File: src/rtl/la_cmd_pkg.sv
package la_cmd_pkg;
  localparam int unsigned BYTE_W  = 8;
  localparam int unsigned WORD_W  = 32;
  localparam int unsigned DIV_W   = 24;
  localparam int unsigned ARG_BYTES = WORD_W / BYTE_W;
  localparam int unsigned CNT_W   = $clog2(ARG_BYTES);
  localparam int unsigned STAGE_W = 2;
  localparam int unsigned START_BIT = 27;
  localparam int unsigned HALF_W  = WORD_W / 2;

  localparam logic [7:0] OP_RESET     = 8'h00;
  localparam logic [7:0] OP_ARM       = 8'h01;
  localparam logic [7:0] OP_DIV       = 8'h80;
  localparam logic [7:0] OP_SIZE_PK   = 8'h81;
  localparam logic [7:0] OP_FLAGS     = 8'h82;
  localparam logic [7:0] OP_READ_CNT  = 8'h83;
  localparam logic [7:0] OP_DELAY_CNT = 8'h84;
  localparam logic [3:0] OP_TRIG_HI   = 4'hC;

  typedef enum logic [1:0] {
    FLD_MASK  = 2'd0,
    FLD_VALUE = 2'd1,
    FLD_CFG   = 2'd2,
    FLD_NONE  = 2'd3
  } trig_fld_e;

  typedef enum logic {
    ASM_IDLE = 1'b0,
    ASM_ARGS = 1'b1
  } asm_state_e;

  typedef struct packed {
    logic [BYTE_W-1:0] op;
    logic [WORD_W-1:0] arg;
  } cmd_t;
endpackage

File: src/rtl/la_trig_stage.sv
module la_trig_stage
  import la_cmd_pkg::*;
(
  input  logic              clk,
  input  logic              rst_n,
  input  logic              clear_i,
  input  logic              wr_en_i,
  input  trig_fld_e         fld_i,
  input  logic [WORD_W-1:0] data_i,
  output logic [WORD_W-1:0] mask_o,
  output logic [WORD_W-1:0] value_o,
  output logic [WORD_W-1:0] cfg_o,
  output logic              start_o
);
  logic [WORD_W-1:0] mask_q, mask_d;
  logic [WORD_W-1:0] value_q, value_d;
  logic [WORD_W-1:0] cfg_q, cfg_d;
  logic              en;

  always_comb begin
    mask_d  = mask_q;
    value_d = value_q;
    cfg_d   = cfg_q;
    en      = clear_i | wr_en_i;
    if (clear_i) begin
      mask_d  = '0;
      value_d = '0;
      cfg_d   = '0;
    end else if (wr_en_i) begin
      case (fld_i)
        FLD_MASK:  mask_d  = data_i;
        FLD_VALUE: value_d = data_i;
        FLD_CFG:   cfg_d   = data_i;
        default:   ;
      endcase
    end
  end

  always_ff @(posedge clk or negedge rst_n) begin
    if (!rst_n) begin
      mask_q  <= '0;
      value_q <= '0;
      cfg_q   <= '0;
    end else if (en) begin
      mask_q  <= mask_d;
      value_q <= value_d;
      cfg_q   <= cfg_d;
    end
  end

  assign mask_o  = mask_q;
  assign value_o = value_q;
  assign cfg_o   = cfg_q;
  assign start_o = cfg_q[START_BIT];
endmodule

File: src/rtl/la_cmd_assembler.sv
module la_cmd_assembler
  import la_cmd_pkg::*;
(
  input  logic              clk,
  input  logic              rst_n,
  input  logic [BYTE_W-1:0] rx_data_i,
  input  logic              rx_valid_i,
  output logic              cmd_vld_o,
  output cmd_t              cmd_o
);
  asm_state_e        state_q, state_d;
  logic [CNT_W-1:0]  cnt_q, cnt_d;
  logic [BYTE_W-1:0] op_q, op_d;
  logic [WORD_W-1:0] arg_q, arg_d;
  logic              vld_q, vld_d;
  cmd_t              out_q, out_d;
  logic              frame_en;

  always_comb begin
    state_d  = state_q;
    cnt_d    = cnt_q;
    op_d     = op_q;
    arg_d    = arg_q;
    vld_d    = 1'b0;
    out_d    = out_q;
    frame_en = rx_valid_i;
    if (rx_valid_i) begin
      case (state_q)
        ASM_IDLE: begin
          if (rx_data_i[BYTE_W-1]) begin
            state_d = ASM_ARGS;
            op_d    = rx_data_i;
            cnt_d   = '0;
            arg_d   = '0;
          end else begin
            vld_d     = 1'b1;
            out_d.op  = rx_data_i;
            out_d.arg = '0;
          end
        end
        ASM_ARGS: begin
          arg_d = {rx_data_i, arg_q[WORD_W-1:BYTE_W]};
          cnt_d = cnt_q + 1'b1;
          if (cnt_q == CNT_W'(ARG_BYTES - 1)) begin
            state_d   = ASM_IDLE;
            vld_d     = 1'b1;
            out_d.op  = op_q;
            out_d.arg = {rx_data_i, arg_q[WORD_W-1:BYTE_W]};
          end
        end
        default: state_d = ASM_IDLE;
      endcase
    end
  end

  always_ff @(posedge clk or negedge rst_n) begin
    if (!rst_n) begin
      state_q <= ASM_IDLE;
      cnt_q   <= '0;
      op_q    <= '0;
      arg_q   <= '0;
      out_q   <= '0;
    end else if (frame_en) begin
      state_q <= state_d;
      cnt_q   <= cnt_d;
      op_q    <= op_d;
      arg_q   <= arg_d;
      out_q   <= out_d;
    end
  end

  always_ff @(posedge clk or negedge rst_n) begin
    if (!rst_n) vld_q <= 1'b0;
    else        vld_q <= vld_d;
  end

  assign cmd_vld_o = vld_q;
  assign cmd_o     = vld_q ? out_q : '0;
endmodule

File: src/rtl/la_cmd_regfile.sv
module la_cmd_regfile
  import la_cmd_pkg::*;
#(
  parameter int unsigned STAGES    = 4,
  parameter int unsigned GROUPS    = 4,
  parameter int unsigned GROUP_LSB = 2
) (
  input  logic                     clk,
  input  logic                     rst_n,
  input  logic                     cmd_vld_i,
  input  cmd_t                     cmd_i,
  output logic [WORD_W*STAGES-1:0] trig_mask_o,
  output logic [WORD_W*STAGES-1:0] trig_value_o,
  output logic [WORD_W*STAGES-1:0] trig_cfg_o,
  output logic [STAGES-1:0]        trig_start_o,
  output logic [DIV_W-1:0]         divider_o,
  output logic [WORD_W-1:0]        read_m1_o,
  output logic [WORD_W-1:0]        delay_m1_o,
  output logic [WORD_W-1:0]        flags_o,
  output logic [GROUPS-1:0]        group_off_o,
  output logic                     reset_pulse_o,
  output logic                     arm_pulse_o
);
  logic wipe, we_div, we_pk, we_flags, we_read, we_delay, we_arm, trig_hit;
  logic [STAGE_W-1:0] stage_idx;
  trig_fld_e          fld;

  logic [DIV_W-1:0]  div_q, div_d;
  logic [WORD_W-1:0] read_q, read_d;
  logic [WORD_W-1:0] delay_q, delay_d;
  logic [WORD_W-1:0] flags_q, flags_d;
  logic              rstp_q, armp_q;
  logic              cfg_en;

  always_comb begin
    wipe      = cmd_vld_i && (cmd_i.op == OP_RESET);
    we_arm    = cmd_vld_i && (cmd_i.op == OP_ARM);
    we_div    = cmd_vld_i && (cmd_i.op == OP_DIV);
    we_pk     = cmd_vld_i && (cmd_i.op == OP_SIZE_PK);
    we_flags  = cmd_vld_i && (cmd_i.op == OP_FLAGS);
    we_read   = cmd_vld_i && (cmd_i.op == OP_READ_CNT);
    we_delay  = cmd_vld_i && (cmd_i.op == OP_DELAY_CNT);
    trig_hit  = cmd_vld_i && (cmd_i.op[7:4] == OP_TRIG_HI);
    stage_idx = cmd_i.op[3:2];
    fld       = trig_fld_e'(cmd_i.op[1:0]);
  end

  always_comb begin
    div_d   = div_q;
    read_d  = read_q;
    delay_d = delay_q;
    flags_d = flags_q;
    cfg_en  = wipe | we_div | we_pk | we_flags | we_read | we_delay;
    if (wipe) begin
      div_d   = '0;
      read_d  = '0;
      delay_d = '0;
      flags_d = '0;
    end else begin
      if (we_div)   div_d   = cmd_i.arg[DIV_W-1:0];
      if (we_flags) flags_d = cmd_i.arg;
      if (we_pk) begin
        read_d  = {{HALF_W{1'b0}}, cmd_i.arg[HALF_W-1:0]};
        delay_d = {{HALF_W{1'b0}}, cmd_i.arg[WORD_W-1:HALF_W]};
      end
      if (we_read)  read_d  = cmd_i.arg;
      if (we_delay) delay_d = cmd_i.arg;
    end
  end

  always_ff @(posedge clk or negedge rst_n) begin
    if (!rst_n) begin
      div_q   <= '0;
      read_q  <= '0;
      delay_q <= '0;
      flags_q <= '0;
    end else if (cfg_en) begin
      div_q   <= div_d;
      read_q  <= read_d;
      delay_q <= delay_d;
      flags_q <= flags_d;
    end
  end

  always_ff @(posedge clk or negedge rst_n) begin
    if (!rst_n) begin
      rstp_q <= 1'b0;
      armp_q <= 1'b0;
    end else begin
      rstp_q <= wipe;
      armp_q <= we_arm;
    end
  end

  for (genvar s = 0; s < STAGES; s++) begin : g_stage
    logic [WORD_W-1:0] mask_w, value_w, cfg_w;
    logic              start_w;
    logic              wr_w;
    assign wr_w = trig_hit && (stage_idx == STAGE_W'(s));
    la_trig_stage i_stage (
      .clk     (clk),
      .rst_n   (rst_n),
      .clear_i (wipe),
      .wr_en_i (wr_w),
      .fld_i   (fld),
      .data_i  (cmd_i.arg),
      .mask_o  (mask_w),
      .value_o (value_w),
      .cfg_o   (cfg_w),
      .start_o (start_w)
    );
    assign trig_mask_o[s*WORD_W +: WORD_W]  = mask_w;
    assign trig_value_o[s*WORD_W +: WORD_W] = value_w;
    assign trig_cfg_o[s*WORD_W +: WORD_W]   = cfg_w;
    assign trig_start_o[s]                  = start_w;
  end

  assign divider_o     = div_q;
  assign read_m1_o     = read_q;
  assign delay_m1_o    = delay_q;
  assign flags_o       = flags_q;
  assign group_off_o   = flags_q[GROUP_LSB +: GROUPS];
  assign reset_pulse_o = rstp_q;
  assign arm_pulse_o   = armp_q;
endmodule

File: src/rtl/la_cmd_decoder.sv
module la_cmd_decoder
  import la_cmd_pkg::*;
#(
  parameter int unsigned STAGES    = 4,
  parameter int unsigned GROUPS    = 4,
  parameter int unsigned GROUP_LSB = 2
) (
  input  logic                     clk,
  input  logic                     rst_n,
  input  logic [7:0]               rx_data_i,
  input  logic                     rx_valid_i,
  output logic                     cmd_strobe_o,
  output logic [7:0]               cmd_opcode_o,
  output logic [31:0]              cmd_arg_o,
  output logic [32*STAGES-1:0]     trig_mask_o,
  output logic [32*STAGES-1:0]     trig_value_o,
  output logic [32*STAGES-1:0]     trig_cfg_o,
  output logic [STAGES-1:0]        trig_start_o,
  output logic [23:0]              divider_o,
  output logic [31:0]              read_m1_o,
  output logic [31:0]              delay_m1_o,
  output logic [31:0]              flags_o,
  output logic [GROUPS-1:0]        group_off_o,
  output logic                     reset_pulse_o,
  output logic                     arm_pulse_o
);
  logic cmd_vld;
  cmd_t cmd;

  la_cmd_assembler i_asm (
    .clk        (clk),
    .rst_n      (rst_n),
    .rx_data_i  (rx_data_i),
    .rx_valid_i (rx_valid_i),
    .cmd_vld_o  (cmd_vld),
    .cmd_o      (cmd)
  );

  la_cmd_regfile #(
    .STAGES    (STAGES),
    .GROUPS    (GROUPS),
    .GROUP_LSB (GROUP_LSB)
  ) i_regs (
    .clk           (clk),
    .rst_n         (rst_n),
    .cmd_vld_i     (cmd_vld),
    .cmd_i         (cmd),
    .trig_mask_o   (trig_mask_o),
    .trig_value_o  (trig_value_o),
    .trig_cfg_o    (trig_cfg_o),
    .trig_start_o  (trig_start_o),
    .divider_o     (divider_o),
    .read_m1_o     (read_m1_o),
    .delay_m1_o    (delay_m1_o),
    .flags_o       (flags_o),
    .group_off_o   (group_off_o),
    .reset_pulse_o (reset_pulse_o),
    .arm_pulse_o   (arm_pulse_o)
  );

  assign cmd_strobe_o = cmd_vld;
  assign cmd_opcode_o = cmd.op;
  assign cmd_arg_o    = cmd.arg;
endmodule

File: config.mk
export PLATFORM = sky130hd
export DESIGN_NAME = la_cmd_decoder
export DESIGN_NICKNAME = d
export VERILOG_FILES = /design/src/rtl/la_cmd_pkg.sv /design/src/rtl/la_trig_stage.sv /design/src/rtl/la_cmd_assembler.sv /design/src/rtl/la_cmd_regfile.sv /design/src/rtl/la_cmd_decoder.sv
export SDC_FILE = /design/constraint.sdc
export NUM_CORES = 1
export LEC_CHECK = 0
export BUFFER_PORTS_ARGS = -buffer_cell sky130_fd_sc_hd__clkbuf_2
export CAP_MARGIN = 20
export CORE_AREA = 2 2 220 222
export DETAILED_ROUTE_END_ITERATION = 8
export DIE_AREA = 0 0 222 224
export PLACE_DENSITY = 0.74
export SLEW_MARGIN = 20
export SYNTH_ARGS = -nofsm -noshare
export SYNTH_HDL_FRONTEND = slang
export SYNTH_SLANG_ARGS = --single-unit
File: constraint.sdc
create_clock -name clk -period 5.3 [get_ports clk]
set_clock_uncertainty 0.05 [all_clocks]
set_input_delay 0.795 -clock clk [delete_from_list [all_inputs] [get_ports clk]]
set_output_delay 0.795 -clock clk [all_outputs]
set_load 0.03 [all_outputs]
**After elaboration in Yosys (flattened, before gate mapping)**

Index checks and enable logic that the tools add are counted.

- Flip-flop bits (word level): 590
- Latch bits: 0
- Memory bits (writable): 0
- Bits in read-only memories: 0
- Input port bits: 11
- Output and inout bits: 555
- Word-level logic and storage cells: 149
- Memories kept: 0

- $add $sub $neg: 1
- $mul: 0
- Divide/modulo/power cells: 0
- Magnitude comparators: 0
- Equal/unequal tests: 16
- Shift operators: 0
- Muxes and demuxes: 52
- Bitwise gates (word level): 10
- Reduce and logical (&&, ||, !) cells: 45

Operator list:

| kind | number |
|---|---|
| two-way mux 32 bit | 36 |
| two-way mux 40 bit | 3 |
| case mux 40 bit (2 select lines) | 1 |
| case mux 32 bit (2 select lines) | 1 |
| two-way mux 24 bit | 2 |
| AND reduction 3 bit | 14 |
| equality test 8 bit, second input constant | 5 |
| nonzero test 2 bit | 9 |
| logical AND 1 bit | 12 |
| AND reduction 2 bit | 5 |
| OR 1 bit | 9 |
| equality test 2 bit, second input constant | 4 |
| equality test 8 x 1 -> 1 bit, second input constant | 1 |
| logical NOT 8 bit | 1 |
| inequality test 2 bit, second input constant | 3 |
| nonzero test 3 bit | 2 |
| two-way mux 1 bit | 5 |
| equality test 2 x 1 -> 1 bit, second input constant | 2 |
| equality test 4 bit, second input constant | 1 |
| logical NOT 2 bit | 2 |
| case mux 1 bit (2 select lines) | 2 |
| case mux 2 bit (2 select lines) | 1 |
| adder 2 x 1 -> 2 bit, second input constant | 1 |
| two-way mux 2 bit | 1 |
| inverter 1 bit | 1 |

**Longest topological paths before layout**

- Word-level depth: 9
- Depth in mapped cells: 8
- Depth with buffers taken out: 5

**Cells and area by module**

A second synthesis with hierarchy kept.

- Cells, all modules: 2015
- Area, all modules: 25330.5 um^2

Modules (own cells, without submodules):

| module | instances | cells an instance | area an instance (um^2) | seq. area each (um^2) |
|---|---|---|---|---|
| la_trig_stage | 4 | 352 | 4359.2 | 2402.3 |
| la_cmd_regfile | 1 | 377 | 4747.1 | 3052.9 |
| la_cmd_assembler | 1 | 230 | 3146.8 | 1901.8 |

**Least setup slack after synthesis**

No wires, ideal clock.

- Path type: reg2out
- From: reg i_asm.vld_q (netlist: i_asm.cmd_vld_o)
- To: out cmd_opcode_o[3]
- Data arrival time: 1.652 ns
- Required time: 4.455 ns
- Slack: 2.803 ns
- Stages on the path, launching flop included: 5
- Buffers on the path: 3
- Path through: dfrtp_1 > buf_2 > buf_1 > clkbuf_1 > and2_1

- Longest elaborated chain between the ends: 1

Ends and longest elaborated chain:

| what | line | text |
|---|---|---|
| start, declared | la_cmd_assembler.sv:15 | `logic vld_q, vld_d;` |
| start signal, assigned | la_cmd_assembler.sv:74 | `else vld_q <= vld_d;` |
| two-way mux 40 bit | la_cmd_assembler.sv:78 | `assign cmd_o = vld_q ? out_q : '0;` |
| end, declared | la_cmd_decoder.sv:13 | `output logic [7:0] cmd_opcode_o,` |

Every way passes these cells.

**Final worst setup path**

- From: reg i_asm.vld_q (netlist: i_asm.cmd_vld_o)
- To: reg i_regs.delay_q[24] (netlist: i_regs.delay_m1_o[24])

- Longest elaborated chain between the ends: 9
- Elaborated cells on any way between the ends: 22
- Those cells by class: 5 x eq/ne; 3 x mux; 5 x bitwise; 9 x reduce/logical

Ends and longest elaborated chain:

| what | line | text |
|---|---|---|
| two-way mux 40 bit | la_cmd_assembler.sv:78 |  |
| equality test 8 bit or logical NOT 8 bit (tied branches) | la_cmd_regfile.sv:38, la_cmd_regfile.sv:36 |  |
| logical AND 1 bit, on equally long branches | la_cmd_regfile.sv:38, la_cmd_regfile.sv:36 |  |
| OR 1 bit (5 in a row) | la_cmd_regfile.sv:53 | `cfg_en = wipe \| we_div \| we_pk \| we_flags \| we_read \| we_delay;` |
| AND reduction 2 bit (no line) | -- |  |
| end signal, assigned | la_cmd_regfile.sv:80 | `delay_q <= delay_d;` |
| end, declared | la_cmd_regfile.sv:30 | `logic [WORD_W-1:0] delay_q, delay_d;` |

Parallel ways exist; a longest one is shown, timed or not.
A chain may end at the register's enable or synchronous reset.

==> impl_results.md <==
- CTS Hold Bufs: 0
- Residual DRC: 0
- CP max stage delay: 1.00 ns
- Post-synth net total: 1743
- Final Max Slew Viols: 0
- DR iter-0 viols: 1503
- Compound-Gate Fraction of Synth Area: 0.1491
- Via count: 17330
- Clock transition at path regs: 0.07 ns
- Total track usage: 0.3031
- Total wire length: 76810 um
- Cts repair resizes: 0
- Async set-reset flop share out of synthesis: 1.000
- Number of H-tree levels: 2
- Seq cells post-synth: 582
- TritonCTS buffer count: 56
- Most common cell on crit path: buf_4
- # setup viols final: 0
- Setup crit end kind: flop
- Clk_lat worst skew: 0.61 ns
- Layout cells sized above 1: 0.4151
- Die footprint: 49730 sq um
- Layout area overhead: 23.99%
- Top FF cell, synth: dfrtp_1
- FMAX: 272.9 MHz
- Largest family of logic cells by synthesized area: compound AO/OA/AOI/OAI gates
- Cell leakage power: 15.38 nW
- TritonCTS clock tree: done
- CP Data Arrival Time: 4.09 ns
- VDD IR-drop max: 0.0002775 V
- Worst-path maximum fanout: 57
- Die Y: 224 um
- Largest net degree at the start of global routing: 120
- Adder-cell share of the synthesized area: 0.0005457
- # IOs: 566
- Post-synth EDFFs: 0
- Routed len/inst: 26.38 um
- Vias/cell: 5.951
- Grt total ovfl: 0
- Max_cap viols: 0
- Clk root buf: clkbuf_16
- Setup bufs post-CTS: 0
- HP Class: in -> async
- Pwr Total: 0.01259 W
- PortBufs: 565
- Mapped Cells: 1731
- First-pass GRT wire length: 113500 um
- Mapped cell area: 22930 sq um
- CP required: 5.73 ns
- Post-route ant nets: 0
- Die Wd: 222 um
- Final hold vios: 0
- Period utilization: 0.6915
- Minimum clock period: 3.665 ns
- Synth unique cells: 41
- RR Startpoint: i_asm.cmd_vld_o
- RSZ-0062 raised after global routing: false
- Worst setup path category: reg -> reg
- Yosys warns: 0
- Dpl hpwl: 53470 um
- Max Buffers Root-to-Sink: 3
- Worst-Margin Slew: 1.144 ns
- Vias in the first global route: 17180
- Simple-gate share of the synthesized area: 0.04879
- Drt pass-1 iters: 5
- Status: finished clean
- R2R setup slack: 1.64 ns
- Clk sinks: 582
- Setup tns final: 0 ns
- FF+latch area: 14570 sq um
- Multi-input logic area: 7739 sq um
- Starting Density: 0.4843
- Mean Syn Cell Area: 13.25 sq um
- Post-synthesis xor/xnor area fraction: 0.0007640
- Worst setup SP type: flop
- Final nets: 2265
- Slowest cell on the critical path: nor4_4
- Mux contribution to synthesized area: 0.1318
- Core area: 47350 sq um
- Rel. slew slack: 0.2376
- Routability Congestion: 0.8808
- Sequential area share after synthesis: 0.6352
- Crit Reg-Reg Endpoint: i_regs.delay_m1_o[24]
- Pwr dens: 442.8 nW/um^2
- Worst-path cell chain: buf_4 > or3b_1 > nor4_4 > nor2_2 > buf_4 > a22o_1
- Antenna violations before repair: 4
- Worst reg2reg path depth: 6
- Row count: 80
- Layout fillers: 3688
==> cells in the final DEF, fill, tap and decap left out, types with 3 or more instances in the layout <==
cell type,count
a22o_1,321
buf_12,4
mux2i_1,23
nand2_1,171
clkinvlp_4,4
bufinv_16,8
clkinv_2,8
mux2_2,221
mux2_1,27
dfrtp_1,581
a21oi_4,5
inv_1,35
nor2_1,41
buf_4,39
nor3_1,3
clkbuf_1,7
and2_1,9
clkbuf_16,57
o21ai_1,34
clkbuf_2,564
o21ai_0,70
nor2_2,5
clkbuf_8,14
==> sequential cells by signal, indices dropped and copies added, names as in the netlist <==
signal	count
i_regs.flags_o	32
i_regs.g_stage.i_stage.cfg_o	128
i_asm.cmd_vld_o	1
i_asm.arg_q	24
i_asm.state_q	1
i_regs.reset_pulse_o	1
i_regs.read_m1_o	32
i_regs.g_stage.i_stage.value_o	128
i_asm.out_q	40
i_regs.arm_pulse_o	1
i_regs.delay_m1_o	32
i_asm.cnt_q	2
i_asm.op_q	8
i_regs.g_stage.i_stage.mask_o	128
i_regs.divider_o	24
==> synthesized netlist by cell type, types with 2 or more instances <==
library cell / instances / area (sq um)
o21ai_1: 36 / 180.2
a21oi_1: 6 / 30.03
buf_4: 14 / 105.1
mux2i_1: 23 / 230.2
mux2_1: 27 / 304.0
nand3_1: 2 / 10.01
dfrtp_1: 582 / 14560
a22o_1: 321 / 2811
nor3_1: 5 / 25.02
o21ai_0: 71 / 355.3
nand4_1: 2 / 12.51
inv_1: 35 / 131.4
nand2b_1: 2 / 12.51
nand4b_1: 2 / 17.52
clkbuf_1: 88 / 330.3
nand2_1: 171 / 641.9
and3_1: 2 / 12.51
or3_1: 2 / 12.51
nor3b_2: 2 / 25.02
buf_2: 37 / 185.2
nor4_4: 2 / 42.54
nor2_1: 46 / 172.7
buf_1: 5 / 18.77
and2_1: 9 / 56.30
mux2_2: 221 / 2489
or2_2: 3 / 18.77
==> per-layer routing <==
layer	vias to the layer above	GRT usage	part of all wire
met1	8990	0.3893	0.40
met5	-	0	0.00039
met4	4	0.1343	0.047
li1	7291	-	-
met2	848	0.4926	0.48
met3	196	0.07293	0.075
==> final cells by class <==
class / instances / area share
Antenna cell: 1 / 0.00008802
Clock buffer: 78 / 0.05788
Clock inverter: 23 / 0.01263
Inverter: 36 / 0.004753
Multi-Input combinational cell: 969 / 0.2722
Sequential cell: 582 / 0.5124
Tap cell: 615 / 0.02707
Timing Repair Buffer: 608 / 0.1129
==> stage by stage <==
step	cells	area, sq um	utilization	hold WS (ns)	setup WS (ns)
6_report	2912	28430	0.6004	0.1786	1.635
5_1_grt	2911	28430	0.6004	0.2494	1.419
4_1_cts	2911	28420	0.6003	0.2360	1.610
3_5_place_dp	2810	26420	0.5580	0.4078	1.623
3_3_place_gp	2810	26410	0.5579	0.4029	1.704
2_1_floorplan	1731	22930	-	0.3856	2.803
==> critical path, delay by kind of cell (launching register included) <==
family	cells	cell delay [ns]
AO/OA/AOI/OAI	1	0.26
buffers and inverters	2	0.81
AND/OR/NAND/NOR	3	2.00
flip-flops	1	0.40
==> how the worst max path moves through the flow <==
stage	from	endpoint	cells past startpoint
after floorplan	i_asm.cmd_vld_o	cmd_opcode_o[3]	4
after global placement	i_asm.cmd_vld_o	i_regs.delay_m1_o[5]	6
after detailed placement	i_asm.cmd_vld_o	i_regs.delay_m1_o[21]	6
after CTS	i_asm.cmd_vld_o	i_regs.delay_m1_o[21]	6
after global routing	i_asm.cmd_vld_o	i_regs.delay_m1_o[29]	6
final	i_asm.cmd_vld_o	i_regs.delay_m1_o[24]	6
==> where the power goes <==
group / internal [W] / switching [W]
Combinational: 0.000779 / 0.00192
Sequential: 0.00496 / 0.000608
Clock: 0.00256 / 0.00176
Total: 0.00830 / 0.00428
==> logic make-up after synthesis <==
| group | count (synthesis) |
|---|---|
| mux | 271 |
| xor+xnor | 2 |
| compound gates | 438 |
| buf+inv | 180 |
| simple gates | 257 |
| fa+ha+maj | 1 |
| flops | 582 |
(Power assumes the default switching activity.)
